**config.mk**
```make
export PLATFORM = sky130hd
export DESIGN_NAME = pwm_dualpoint
export DESIGN_NICKNAME = d
export VERILOG_FILES = /design/src/rtl/pwmdp_pkg.sv /design/src/rtl/pwmdp_shadow.sv /design/src/rtl/pwmdp_prescale.sv /design/src/rtl/pwmdp_phase.sv /design/src/rtl/pwmdp_pad.sv /design/src/rtl/pwm_dualpoint.sv
export SDC_FILE = /design/constraint.sdc
export NUM_CORES = 1
export LEC_CHECK = 0
export ABC_AREA = 1
export CORE_MARGIN = 4
export CORE_UTILIZATION = 45
export CTS_BUF_LIST = sky130_fd_sc_hd__clkbuf_16
export DETAILED_ROUTE_END_ITERATION = 8
export PLACE_DENSITY = 0.66
export SYNTH_ARGS = -nofsm -noshare
export SYNTH_HDL_FRONTEND = slang
export SYNTH_SLANG_ARGS = --single-unit
```
**constraint.sdc**
```tcl
create_clock -name clk -period 3.95 [get_ports clk]
set_input_delay 0.5925 -clock clk [delete_from_list [all_inputs] [get_ports clk]]
set_output_delay 0.5925 -clock clk [all_outputs]
set_load 0.02 [all_outputs]
```
**src/rtl/pwmdp_pkg.sv**
```systemverilog
package pwmdp_pkg;
  localparam int LIN_W = 8;
  localparam int EXP_W = 4;
  localparam int PH_W  = 8;
  localparam int QW    = LIN_W + 1 + (2 ** EXP_W) - 1;

  typedef struct packed {
    logic [LIN_W-1:0] div_lin;
    logic [EXP_W-1:0] div_exp;
    logic [PH_W-1:0]  period;
    logic [PH_W-1:0]  rise;
    logic [PH_W-1:0]  fall;
  } shape_t;
endpackage

```
**src/rtl/pwmdp_shadow.sv**
```systemverilog
module pwmdp_shadow
  import pwmdp_pkg::*;
(
  input  logic   clk,
  input  logic   rst_n,
  input  logic   cnt_en,
  input  logic   sync_off,
  input  logic   boundary,
  input  shape_t req,
  output shape_t act
);
  logic load;
  assign load = !cnt_en || sync_off || boundary;

  always_ff @(posedge clk or negedge rst_n) begin
    if (!rst_n)    act <= '0;
    else if (load) act <= req;
  end

  // outside a boundary, with sync on and counter running, nothing moves
  a_r8_hold_between_bounds: assert property (@(posedge clk) disable iff (!rst_n)
    (cnt_en && !sync_off && !boundary) |=> $stable(act));
endmodule

```
**src/rtl/pwmdp_prescale.sv**
```systemverilog
module pwmdp_prescale
  import pwmdp_pkg::*;
(
  input  logic             clk,
  input  logic             rst_n,
  input  logic             cnt_en,
  input  logic [LIN_W-1:0] div_lin,
  input  logic [EXP_W-1:0] div_exp,
  output logic             tick
);
  logic [QW-1:0] q_cnt;
  logic [QW-1:0] q_base;
  logic [QW-1:0] q_last;

  assign q_base = QW'(div_lin) + QW'(1);
  assign q_last = (q_base << div_exp) - QW'(1);
  assign tick   = cnt_en && (q_cnt >= q_last);

  always_ff @(posedge clk or negedge rst_n) begin
    if (!rst_n)       q_cnt <= '0;
    else if (!cnt_en) q_cnt <= '0;
    else if (tick)    q_cnt <= '0;
    else              q_cnt <= q_cnt + QW'(1);
  end

  // a disabled counter leaves the prescaler at zero
  a_r5_prescale_held: assert property (@(posedge clk) disable iff (!rst_n)
    !cnt_en |=> (q_cnt == '0));
endmodule

```
**src/rtl/pwmdp_phase.sv**
```systemverilog
module pwmdp_phase
  import pwmdp_pkg::*;
(
  input  logic            clk,
  input  logic            rst_n,
  input  logic            cnt_en,
  input  logic            tick,
  input  logic [PH_W-1:0] period,
  input  logic [PH_W-1:0] rise,
  input  logic [PH_W-1:0] fall,
  output logic [PH_W-1:0] phase,
  output logic            boundary,
  output logic            active
);
  logic at_end;
  // >= keeps the count bounded when a shorter period loads mid-run
  assign at_end   = (phase >= period);
  assign boundary = tick && at_end;

  always_ff @(posedge clk or negedge rst_n) begin
    if (!rst_n)        phase <= '0;
    else if (!cnt_en)  phase <= '0;
    else if (boundary) phase <= '0;
    else if (tick)     phase <= phase + PH_W'(1);
  end

  always_comb begin
    if (rise == fall)     active = 1'b1;
    else if (rise < fall) active = (phase >= rise) && (phase < fall);
    else                  active = (phase >= rise) || (phase < fall);
  end

  // the quantum that ends a period is followed by phase zero
  a_r2_wrap_to_zero: assert property (@(posedge clk) disable iff (!rst_n)
    (cnt_en && tick && at_end) |=> (phase == '0));
endmodule

```
**src/rtl/pwmdp_pad.sv**
```systemverilog
module pwmdp_pad (
  input  logic active,
  input  logic cnt_en,
  input  logic pin_en,
  input  logic invert,
  input  logic open_drain,
  output logic pad_o,
  output logic pad_oe
);
  logic level;
  assign level  = (cnt_en && pin_en && active) ^ invert;
  assign pad_o  = open_drain ? 1'b0 : level;
  assign pad_oe = open_drain ? !level : 1'b1;
endmodule

```
**src/rtl/pwm_dualpoint.sv**
```systemverilog
module pwm_dualpoint
  import pwmdp_pkg::*;
(
  input  logic             clk,
  input  logic             rst_n,
  input  logic [LIN_W-1:0] cfg_div_lin,
  input  logic [EXP_W-1:0] cfg_div_exp,
  input  logic [PH_W-1:0]  cfg_period,
  input  logic [PH_W-1:0]  cfg_rise,
  input  logic [PH_W-1:0]  cfg_fall,
  input  logic             cfg_pin_en,
  input  logic             cfg_cnt_en,
  input  logic             cfg_invert,
  input  logic             cfg_open_drain,
  input  logic             cfg_sync_off,
  output logic             pwm_o,
  output logic             pwm_oe
);
  shape_t          req_shape;
  shape_t          act_shape;
  logic            tick;
  logic            boundary;
  logic            active;
  logic [PH_W-1:0] phase;

  assign req_shape = '{div_lin: cfg_div_lin, div_exp: cfg_div_exp,
                       period: cfg_period, rise: cfg_rise, fall: cfg_fall};

  pwmdp_shadow u_shadow (
    .clk(clk), .rst_n(rst_n), .cnt_en(cfg_cnt_en), .sync_off(cfg_sync_off),
    .boundary(boundary), .req(req_shape), .act(act_shape));

  pwmdp_prescale u_prescale (
    .clk(clk), .rst_n(rst_n), .cnt_en(cfg_cnt_en),
    .div_lin(act_shape.div_lin), .div_exp(act_shape.div_exp), .tick(tick));

  pwmdp_phase u_phase (
    .clk(clk), .rst_n(rst_n), .cnt_en(cfg_cnt_en), .tick(tick),
    .period(act_shape.period), .rise(act_shape.rise), .fall(act_shape.fall),
    .phase(phase), .boundary(boundary), .active(active));

  pwmdp_pad u_pad (
    .active(active), .cnt_en(cfg_cnt_en), .pin_en(cfg_pin_en),
    .invert(cfg_invert), .open_drain(cfg_open_drain),
    .pad_o(pwm_o), .pad_oe(pwm_oe));

  // equal points keep a running, enabled, push-pull output active
  a_r4_equal_points_full: assert property (@(posedge clk) disable iff (!rst_n)
    (cfg_cnt_en && cfg_pin_en && !cfg_invert && !cfg_open_drain &&
     act_shape.rise == act_shape.fall) |-> pwm_o);

  // pad disabled in push-pull mode shows the inactive level
  a_r6_pin_off_inactive: assert property (@(posedge clk) disable iff (!rst_n)
    (!cfg_pin_en && !cfg_open_drain) |-> (pwm_o == cfg_invert && pwm_oe));

  // counter held at zero while disabled
  a_r5_phase_held: assert property (@(posedge clk) disable iff (!rst_n)
    !cfg_cnt_en |=> (phase == '0));

  // open-drain pad never drives high
  a_r10_od_low_only: assert property (@(posedge clk) disable iff (!rst_n)
    cfg_open_drain |-> !pwm_o);
endmodule

```
==> Word level (Yosys, flattened, before mapping) <==
Index checks and enable logic that the tools add are counted.
{ "totals": {"reg_bits": 68, "latch_bits": 0, "ram_bits": 0, "rom_bits": 0, "input_bits": 43, "output_inout_bits": 2, "memories": 0} }
{ "op_classes": {"addsub": 4, "n_mul": 0, "div_mod_pow": 0, "order_cmp": 5, "eq_ne": 2, "shift": 1, "n_mux": 9, "n_bitwise": 1, "n_reduce_logical": 10} }
{ "ops": {"columns": ["operator", "n"], "rows": [
  ["$mux 24", 2],
  ["$add 24x1->24 const B", 1],
  ["$ge 24x24->1", 1],
  ["$mux 8", 3],
  ["$shl 24x4->24", 1],
  ["$sub 24x1->24 const B", 1],
  ["$ge 8x8->1", 2],
  ["$lt 8x8->1", 2],
  ["$add 8x1->9 const B", 1],
  ["$add 8x1->8 const B", 1],
  ["$eq 8x8->1", 1],
  ["$logic_and 1x1->1", 5],
  ["$mux 1", 4],
  ["$logic_or 1x1->1", 3],
  ["$ne 3x1->1 const B", 1],
  ["$logic_not 1->1", 2],
  ["$xor 1x1->1", 1]
]} }

==> Depth between registers and ports, before layout <==
Gate-level depths: netlist of run 1.
{ "depth": {"depth_word": 8, "mapped_depth": 29, "ltp_nobuf": 28} }

==> By module <==
From an unflattened synthesis of run 1, not the netlist that was laid out.
{ "unflattened": {"hier_cells": 916, "area_unflattened_um2": 6334.8} }
{ "by_module_without_submodules": {"columns": ["mod", "instances", "cells_per_inst", "area_per_inst_um2", "seq_area_each_um2"], "rows": [
  ["pwmdp_prescale", 1, 560, 3523.4, 600.6],
  ["pwmdp_shadow", 1, 160, 1507.7, 900.9],
  ["pwmdp_phase", 1, 189, 1270.0, 200.2],
  ["pwmdp_pad", 1, 7, 33.8, 0.0]
]} }

==> Worst setup path before layout of run 1 <==
OpenSTA, ideal clock, no wires.
{ "synth_timing": {"path_kind": "register to register", "startpoint": "register u_shadow.act[28] (netlist name)", "endpoint": "register u_shadow.act[26] (netlist name)", "setup_time_ps": 83, "arrival_time_ps": 3582, "t_required_ps": 3867, "setup_slack_ps": 285, "path_stages_with_launch": 29, "path_buffers": 1, "synth_period_minus_slack_ps": 3665, "cell_sequence": "dfrtp_1 > ha_1 > o21ai_0 > nor2_1 > nand2_1 > nor2_1 > inv_1 > ha_1 > nand2_1 > inv_1 > nand2_2 > inv_2 > nand3_4 > nor2_8 > nand3_4 > o21ai_1 > nand2_1 > ha_1 > nand2_1 > inv_1 > nand3_1 > nor3_1 > nand4_1 > nand4_1 > nand2_1 > nand2_1 > clkbuf_1 > nand2_1 > o21ai_0"} }
{ "synth_between": {"elab_chain_cells": 7} }
{ "synth_lines": {"columns": ["element", "line", "text"], "rows": [
  ["start, declared", "pwmdp_shadow.sv:10", "output shape_t act"],
  ["start signal, assigned", "pwmdp_shadow.sv:17", "else if (load) act <= req;"],
  ["$add 8x1->9", "pwmdp_prescale.sv:15", "assign q_base = QW'(div_lin) + QW'(1);"],
  ["$shl 24x4->24", "pwmdp_prescale.sv:16", "assign q_last = (q_base << div_exp) - QW'(1);"],
  ["$sub 24x1->24", "pwmdp_prescale.sv:16", null],
  ["$ge 24x24->1", "pwmdp_prescale.sv:17", "assign tick = cnt_en && (q_cnt >= q_last);"],
  ["$logic_and 1x1->1", "pwmdp_prescale.sv:17", null],
  ["$logic_and 1x1->1", "pwmdp_phase.sv:18", "assign boundary = tick && at_end;"],
  ["$logic_or 1x1->1", "pwmdp_shadow.sv:13", "assign load = !cnt_en || sync_off || boundary;"]
]} }
Every way passes these cells.
A chain may end at the register's enable or synchronous reset.

==> Worst setup path in the final report of run 1 <==
{ "layout_timing": {"startpoint": "register u_shadow.act[29] (netlist name)", "endpoint": "register u_shadow.act[1] (netlist name)"} }
The elaborated chain is that of the path after synthesis.

==> impl_metrics.env, run 1 <==
export IMPL_outcome="finished clean"
export IMPL_power_switching_w=0.000905
export IMPL_die_h_um=123
export IMPL_gp_congestion=0.890
export IMPL_synth_mux_area_fraction_pct=0
export IMPL_routed_top_layer="met4"
export IMPL_drtAntennaViolNets=0
export IMPL_cp_common_cell="nand2_2"
export IMPL_gr_usage_all_layers_pct=20.4
export IMPL_tightest_slew_ns=1.00
export IMPL_max_vdd_ir_drop_v=0.000196
export IMPL_yosys_warnings=0
export IMPL_diodes=0
export IMPL_start_util_pct=46.7
export IMPL_synthesis_nets=933
export IMPL_setup_violations=0
export IMPL_ys_types=40
export IMPL_route_met3_wl_um=636
export IMPL_cts_buffer_depth=2
export IMPL_end_kind="flop"
export IMPL_p_leak_nw=3.73
export IMPL_sequentialPowerShare_pct=29.2
export IMPL_yosys_area_share_simple_pct=37.4
export IMPL_vias_per_cell=5.26
export IMPL_period_needed_ns=3.90
export IMPL_synth_ff_type="dfrtp_1"
export IMPL_combPwrFrac_pct=34.6
export IMPL_skew_ns=0.0119
export IMPL_crit_fanout=12
export IMPL_fillerInstances=1164
export IMPL_cp_slowest_cell="dfrtp_1"
export IMPL_numCtsBuffers=9
export IMPL_grt_remaining_overflow=0
export IMPL_m1WireLength_um=7020
export IMPL_hold_path_class="input pin to asynchronous set/reset pin"
export IMPL_hold_ws_ns=0.393
export IMPL_ys_seq_area_share_pct=28.4
export IMPL_synth_top_family_by_area="simple AND/OR/NAND/NOR gates"
export IMPL_antenna_found_initial=0
export IMPL_num_vias=5675
export IMPL_dieArea_mm2=0.0152
export IMPL_syn_mean_instance_area_um2=7.21
export IMPL_synth_edf_count=0
export IMPL_drv_slew=0
export IMPL_place_hpwl_um=11100
export IMPL_syn2layout_area_growth_pct=31.4
export IMPL_slew_headroom_pct=33.2
export IMPL_nets=1004
export IMPL_root_buffer="clkbuf_16"
export IMPL_clkLatencyLatePin_ns=0.35
export IMPL_dr_wl_met2_um=7620
export IMPL_synth_fa_ha_area_share_pct=12.3
export IMPL_clock_sinks=68
export IMPL_post_route_util_pct=61.4
export IMPL_coreArea_mm2=0.0128
export IMPL_async_flop_share_pct=100
export IMPL_synth_xor_area_share_pct=4.09
export IMPL_rsz0062_at_grt="yes"
export IMPL_start_kind="flop"
export IMPL_power_frac_clock_pct=36.2
export IMPL_final_period_utilization_pct=98.8
export IMPL_hold_violations=0
export IMPL_postSynthCellCount=831
export IMPL_fp_dieW_um=123
export IMPL_wl_um=15600
export IMPL_row_count=41
export IMPL_cellInternalPower_w=0.00170
export IMPL_cap_violations=0
export IMPL_grt_first_pass_wirelength_um=24900
export IMPL_fmax_mhz=256
export IMPL_critPathMaxStageDelay_ns=0.41
export IMPL_dr_pass1_iters=5
export IMPL_layout_drive_gt1_share_pct=22.5
export IMPL_io_pins=45
export IMPL_drc=0
export IMPL_grt_max_degree=42
export IMPL_synth_compound_area_share_pct=10.2
export IMPL_routedWlPerCell_um=14.5
export IMPL_syn_area_mm2=0.00599
export IMPL_worstPathRequired_ns=4.17
export IMPL_path_clk_slew_ns=0.07
export IMPL_power_density_mw_per_mm2=331
export IMPL_switching_share_pct=34.8
export IMPL_cts_tree="yes"
export IMPL_path_class="flop to flop"
export IMPL_ys_seq_elements=68
export IMPL_grt_pass1_vias=5274
export IMPL_numPortBuffers=44
export IMPL_arrival_ns=4.12
export IMPL_drt_iter0_drc=293
export IMPL_cts_htree_levels=3
[synth_stat cells, types with 3 or more instances]
library cell	count	area, µm²
a211oi_1	3	22.5
a21oi_1	35	175
buf_1	3	11.3
buf_2	7	35.0
clkbuf_1	10	37.5
dfrtp_1	68	1700
ha_1	59	738
inv_1	91	342
inv_2	6	22.5
nand2_1	200	751
nand2_2	12	75.1
nand3_1	92	460
nand3_2	16	160
nand3_4	8	140
nand4_1	24	150
nor2_1	63	236
nor2_4	9	101
nor3_1	7	35.0
o211ai_1	3	22.5
o21ai_0	60	300
o21ai_1	4	20.0
xnor2_1	11	96.3
xor2_1	17	149
[state kept, by name (all words and copies together), names as in the netlist]
register          flops
u_phase.phase         8
u_prescale.q_cnt     24
u_shadow.act         36
[cell families after synthesis]
group           count (synthesis)
buf+inv                       119
fa+ha+maj                      59
compound gates                113
simple gates                  444
flops                          68
xor+xnor                       28
[cell usage in the layout (no fill, tap or decap), drive strengths merged]
cell and count:
nand3 116, o211ai 3, a211oi 3, o2111ai 1
nand3b 2, o221ai 1, clkinv 2, and2 1
buf 34, a21oi 35, inv 99, clkinvlp 1
o221a 1, ha 59, a31oi 2, clkbuf 13
nand2 214, o22ai 1, dfrtp 68, bufinv 3
clkdlybuf4s50 43, or2 1, o21bai 1, nor4 2
xnor2 11, nor2 76, nor3 7, nand4 25
o21ai 65, xor2 17
[metrics by stage]
stage	TNS, ns	std cells	total power, W	setup slack, ns	instance area (µm²)
2_1_floorplan	0	831	0.00128	0.285	5990
3_3_place_gp	0	1044	0.00147	0.0469	6710
3_5_place_dp	-0.504	1044	0.00148	-0.0487	6710
4_1_cts	0	1060	0.00243	0.0649	7060
5_1_grt	-6.54	1079	0.00275	-0.172	7870
6_report	0	1079	0.00260	0.0480	7870
[metal layers]
layer	global-route usage, %	vias to the layer above
li1	-	2919
met1	27.3	2603
met2	33.4	127
met3	4.07	26
met4	6.37	0
met5	0	-
[layout make-up]
class	count	area, µm²	share of cell area [%]
Clock buffer	9	225	2.86
Clock inverter	7	114	1.45
Inverter	98	370	4.71
Multi-Input combinational cell	644	4410	56.0
Sequential cell	68	1700	21.6
Tap cell	172	215	2.73
Timing Repair Buffer	81	836	10.6
[critical path: cells and delay by family (launching register included)]
kind,cells,cell delay (ns)
AOI/OAI and AO/OA,4,0.50
DFF,1,0.41
adders and majority gates,1,0.30
buffers and inverters,2,0.35
and+or+nand+nor,19,2.21
[final timing paths]
| kind | from | endpoint | slack (ns) | cells past startpoint |
|---|---|---|---|---|
| setup reg to reg | u_shadow.act[29] | u_shadow.act[1] | 0.05 | 26 |
| setup / recovery | u_shadow.act[29] | u_shadow.act[1] | 0.05 | 26 |
| min in group clk | u_prescale.q_cnt[0] | u_prescale.q_cnt[0] | 0.50 | 1 |
| hold / removal | rst_n | u_shadow.act[33] | 0.39 | 1 |
| max in group asynchronous | rst_n | u_shadow.act[10] | 2.76 | 2 |
| hold reg to reg | u_prescale.q_cnt[0] | u_prescale.q_cnt[0] | 0.50 | 1 |
[what timing repair did]
action	4_1_cts	5_1_grt
buffers inserted	0	14
resized for setup	2	157
gates cloned	0	5
pin swaps	0	24
hold buffers	0	0
endpoints found under the hold margin	0	0
setup endpoints to repair	14	68
[power by group through the flow]
stage	Sequential (W)	Clock [W]	Combinational (W)
after floorplan	0.000763	0	0.000521
after global placement	0.000768	0	0.000705
after detailed placement	0.000768	0	0.000709
after CTS	0.000755	0.000961	0.000716
after global routing	0.000764	0.000984	0.00100
final	0.000759	0.000943	0.000901
Power figures use the tool's default switching activity.
==> run 2: changes to the inputs <==
- CORE_UTILIZATION: 45 -> 30
- PLACE_DENSITY: 0.66 -> default
==> run 2 against run 1 <==
Wire length grew 4.0%. Sequential power is essentially flat. Hold slack got worse by 0.052 ns. Register-to-register slack gained 0.06 ns. Fmax increased by 1.4%. Global-route usage down 6.7 points. Critical path type unchanged. Largest cell class unchanged.
==> impl_metrics.env, run 2 (synthesis results as in run 1) <==
export IMPL_outcome="finished clean"
export IMPL_drtAntennaViolNets=0
export IMPL_largest_reg_flops=36
export IMPL_gr_usage_all_layers_pct=13.7
export IMPL_cp_top_family="simple AND/OR/NAND/NOR gates"
export IMPL_num_vias=5762
export IMPL_vias_per_cell=4.87
export IMPL_r2r_cells=27
export IMPL_worstPathRequired_ns=4.17
export IMPL_final_period_utilization_pct=97.4
export IMPL_place_inst=1137
export IMPL_grt_first_pass_wirelength_um=25000
export IMPL_slew_headroom_pct=41.0
export IMPL_top_regs="u_shadow.act (36), u_prescale.q_cnt (24), u_phase.phase (8)"
export IMPL_final_cell_mix="nand2_1, inv_1, dfrtp_1"
export IMPL_grt_max_degree=36
export IMPL_nets=1015
export IMPL_r2r_slack_ns=0.10
export IMPL_path_class="flop to flop"
export IMPL_final_cells=1183
export IMPL_dieArea_mm2=0.0223
export IMPL_grt_pass1_vias=5288
export IMPL_cp_common_cell="nand2_2"
export IMPL_hold_violations=0
export IMPL_clkLatencyLatePin_ns=0.34
export IMPL_place_hpwl_um=11500
export IMPL_root_buffer="clkbuf_16"
export IMPL_crit_buf_inv=4
export IMPL_final_common_cell="nand2_1"
export IMPL_hold_path_class="input pin to asynchronous set/reset pin"
export IMPL_drc=0
export IMPL_fp_dieW_um=149
export IMPL_start_util_pct=30.7
export IMPL_start_kind="flop"
export IMPL_numPortBuffers=44
export IMPL_end_kind="flop"
export IMPL_diodes=0
export IMPL_syn2layout_area_growth_pct=35.9
export IMPL_drt_iter0_drc=299
export IMPL_grt_remaining_overflow=0
export IMPL_antenna_found_initial=0
export IMPL_dr_pass1_iters=5
export IMPL_routedWlPerCell_um=13.7
export IMPL_layout_drive_gt1_share_pct=24.2
export IMPL_path_clk_slew_ns=0.06
export IMPL_tightest_slew_ns=0.881
export IMPL_setup_violations=0
export IMPL_cts_tree="yes"
export IMPL_gp_congestion=0.854
export IMPL_rsz0062_at_grt="yes"
export IMPL_worstReg2RegStart="u_shadow.act[29]"
export IMPL_power_density_mw_per_mm2=304
export IMPL_period_needed_ns=3.85
export IMPL_fmax_mhz=260
export IMPL_die_h_um=149
export IMPL_cts_hold_fix_buffers=0
export IMPL_critPathMaxStageDelay_ns=0.41
export IMPL_max_vdd_ir_drop_v=0.000230
export IMPL_largest_register="u_shadow.act"
export IMPL_cap_violations=0
export IMPL_row_count=51
export IMPL_drv_slew=0
export IMPL_skew_ns=0.00383
export IMPL_p_leak_nw=3.79
export IMPL_arrival_ns=4.07
export IMPL_crit_fanout=8
export IMPL_cp_slowest_cell="dfrtp_1"
export IMPL_coreArea_mm2=0.0195
export IMPL_wl_um=16200
export IMPL_r2r_end="u_shadow.act[3]"
export IMPL_clock_sinks=68
export IMPL_post_route_util_pct=41.7
export IMPL_io_pins=45
export IMPL_cts_buffer_depth=2
export IMPL_numCtsBuffers=9
export IMPL_cts_htree_levels=3
-- run 2: changes by cell type in the layout (fill, tap and decap cells not counted), moves of 3 or more --
cell / previous run / this run
dfrtp_1: 68 / 65
nand3_1: 67 / 60
o21ai_1: 23 / 36
nor2_2: 11 / 7
nand3_2: 25 / 34
nor2_4: 12 / 17
clkbuf_16: 13 / 16
buf_6: 4 / 8
nand2_4: 15 / 10
o21ai_0: 36 / 25
dfrtp_2: 0 / 3
-- run 2: cell type report --
cell class                 count  area [µm²]
clock buffer                   9         225
clock inverter                 7        58.8
fill                        2039       11400
inverter                      98         375
multi-input combinational    645        4440
sequential                    68        1710
tap                          265         332
timing repair buffer          91        1000
-- run 2: how the worst max path moves through the flow --
stage                                 from                    to  slack, ns  cells past startpoint
after floorplan           u_shadow.act[28]      u_shadow.act[26]       0.29                     28
after global placement    u_shadow.act[28]      u_shadow.act[25]       0.06                     28
after detailed placement  u_shadow.act[28]      u_shadow.act[19]     -0.009                     27
after CTS                 u_shadow.act[28]      u_shadow.act[19]       0.07                     28
after global routing      u_shadow.act[29]  u_prescale.q_cnt[18]      -0.14                     27
final                     u_shadow.act[29]       u_shadow.act[3]       0.10                     27
-- run 2: per-stage QoR --
stage                     instance area (µm²)  hold slack, ns  setup TNS, ns  total power (W)  worst slack [ns]
final                                    8140           0.340              0          0.00247             0.103
after global routing                     8140           0.423          -5.03          0.00263            -0.141
after CTS                                7140           0.370              0          0.00229            0.0711
after detailed placement                 6850           0.497        -0.0248          0.00149          -0.00875
after global placement                   6850           0.503              0          0.00148            0.0637
after floorplan                          5990           0.297              0          0.00128             0.285
-- run 2: timing repair --
action,in CTS,in global routing
cloned,0,13
gates resized for setup,2,177
setup buffers,0,17
pin swaps,0,49
setup endpoints to repair,25,68
-- run 2: power by group --
part | leakage [nW] | internal (W) | total [W] | switching (W)
combinational | 2.77 | 0.000366 | 0.000921 | 0.000555
sequential | 0.871 | 0.000731 | 0.000760 | 0.0000288
clock | 0.141 | 0.000479 | 0.000792 | 0.000312
-- run 2: per-layer routing --
layer / routed length, µm / vias up / global-route usage (%)
met3: 481 / 19 / 2.07
met5: 0 / - / 0
li1: - / 2945 / -
met1: 7390 / 2696 / 18.2
met2: 8040 / 102 / 22.5
met4: 314 / 0 / 5.31
-- run 2: worst register-to-register path: cells and delay by family (launching register included) --
kind / cells / cell delay [ns]
buffers and inverters: 4 / 0.61
AOI/OAI and AO/OA: 1 / 0.08
DFF: 1 / 0.41
and+or+nand+nor: 21 / 2.37
adders and majority gates: 1 / 0.27
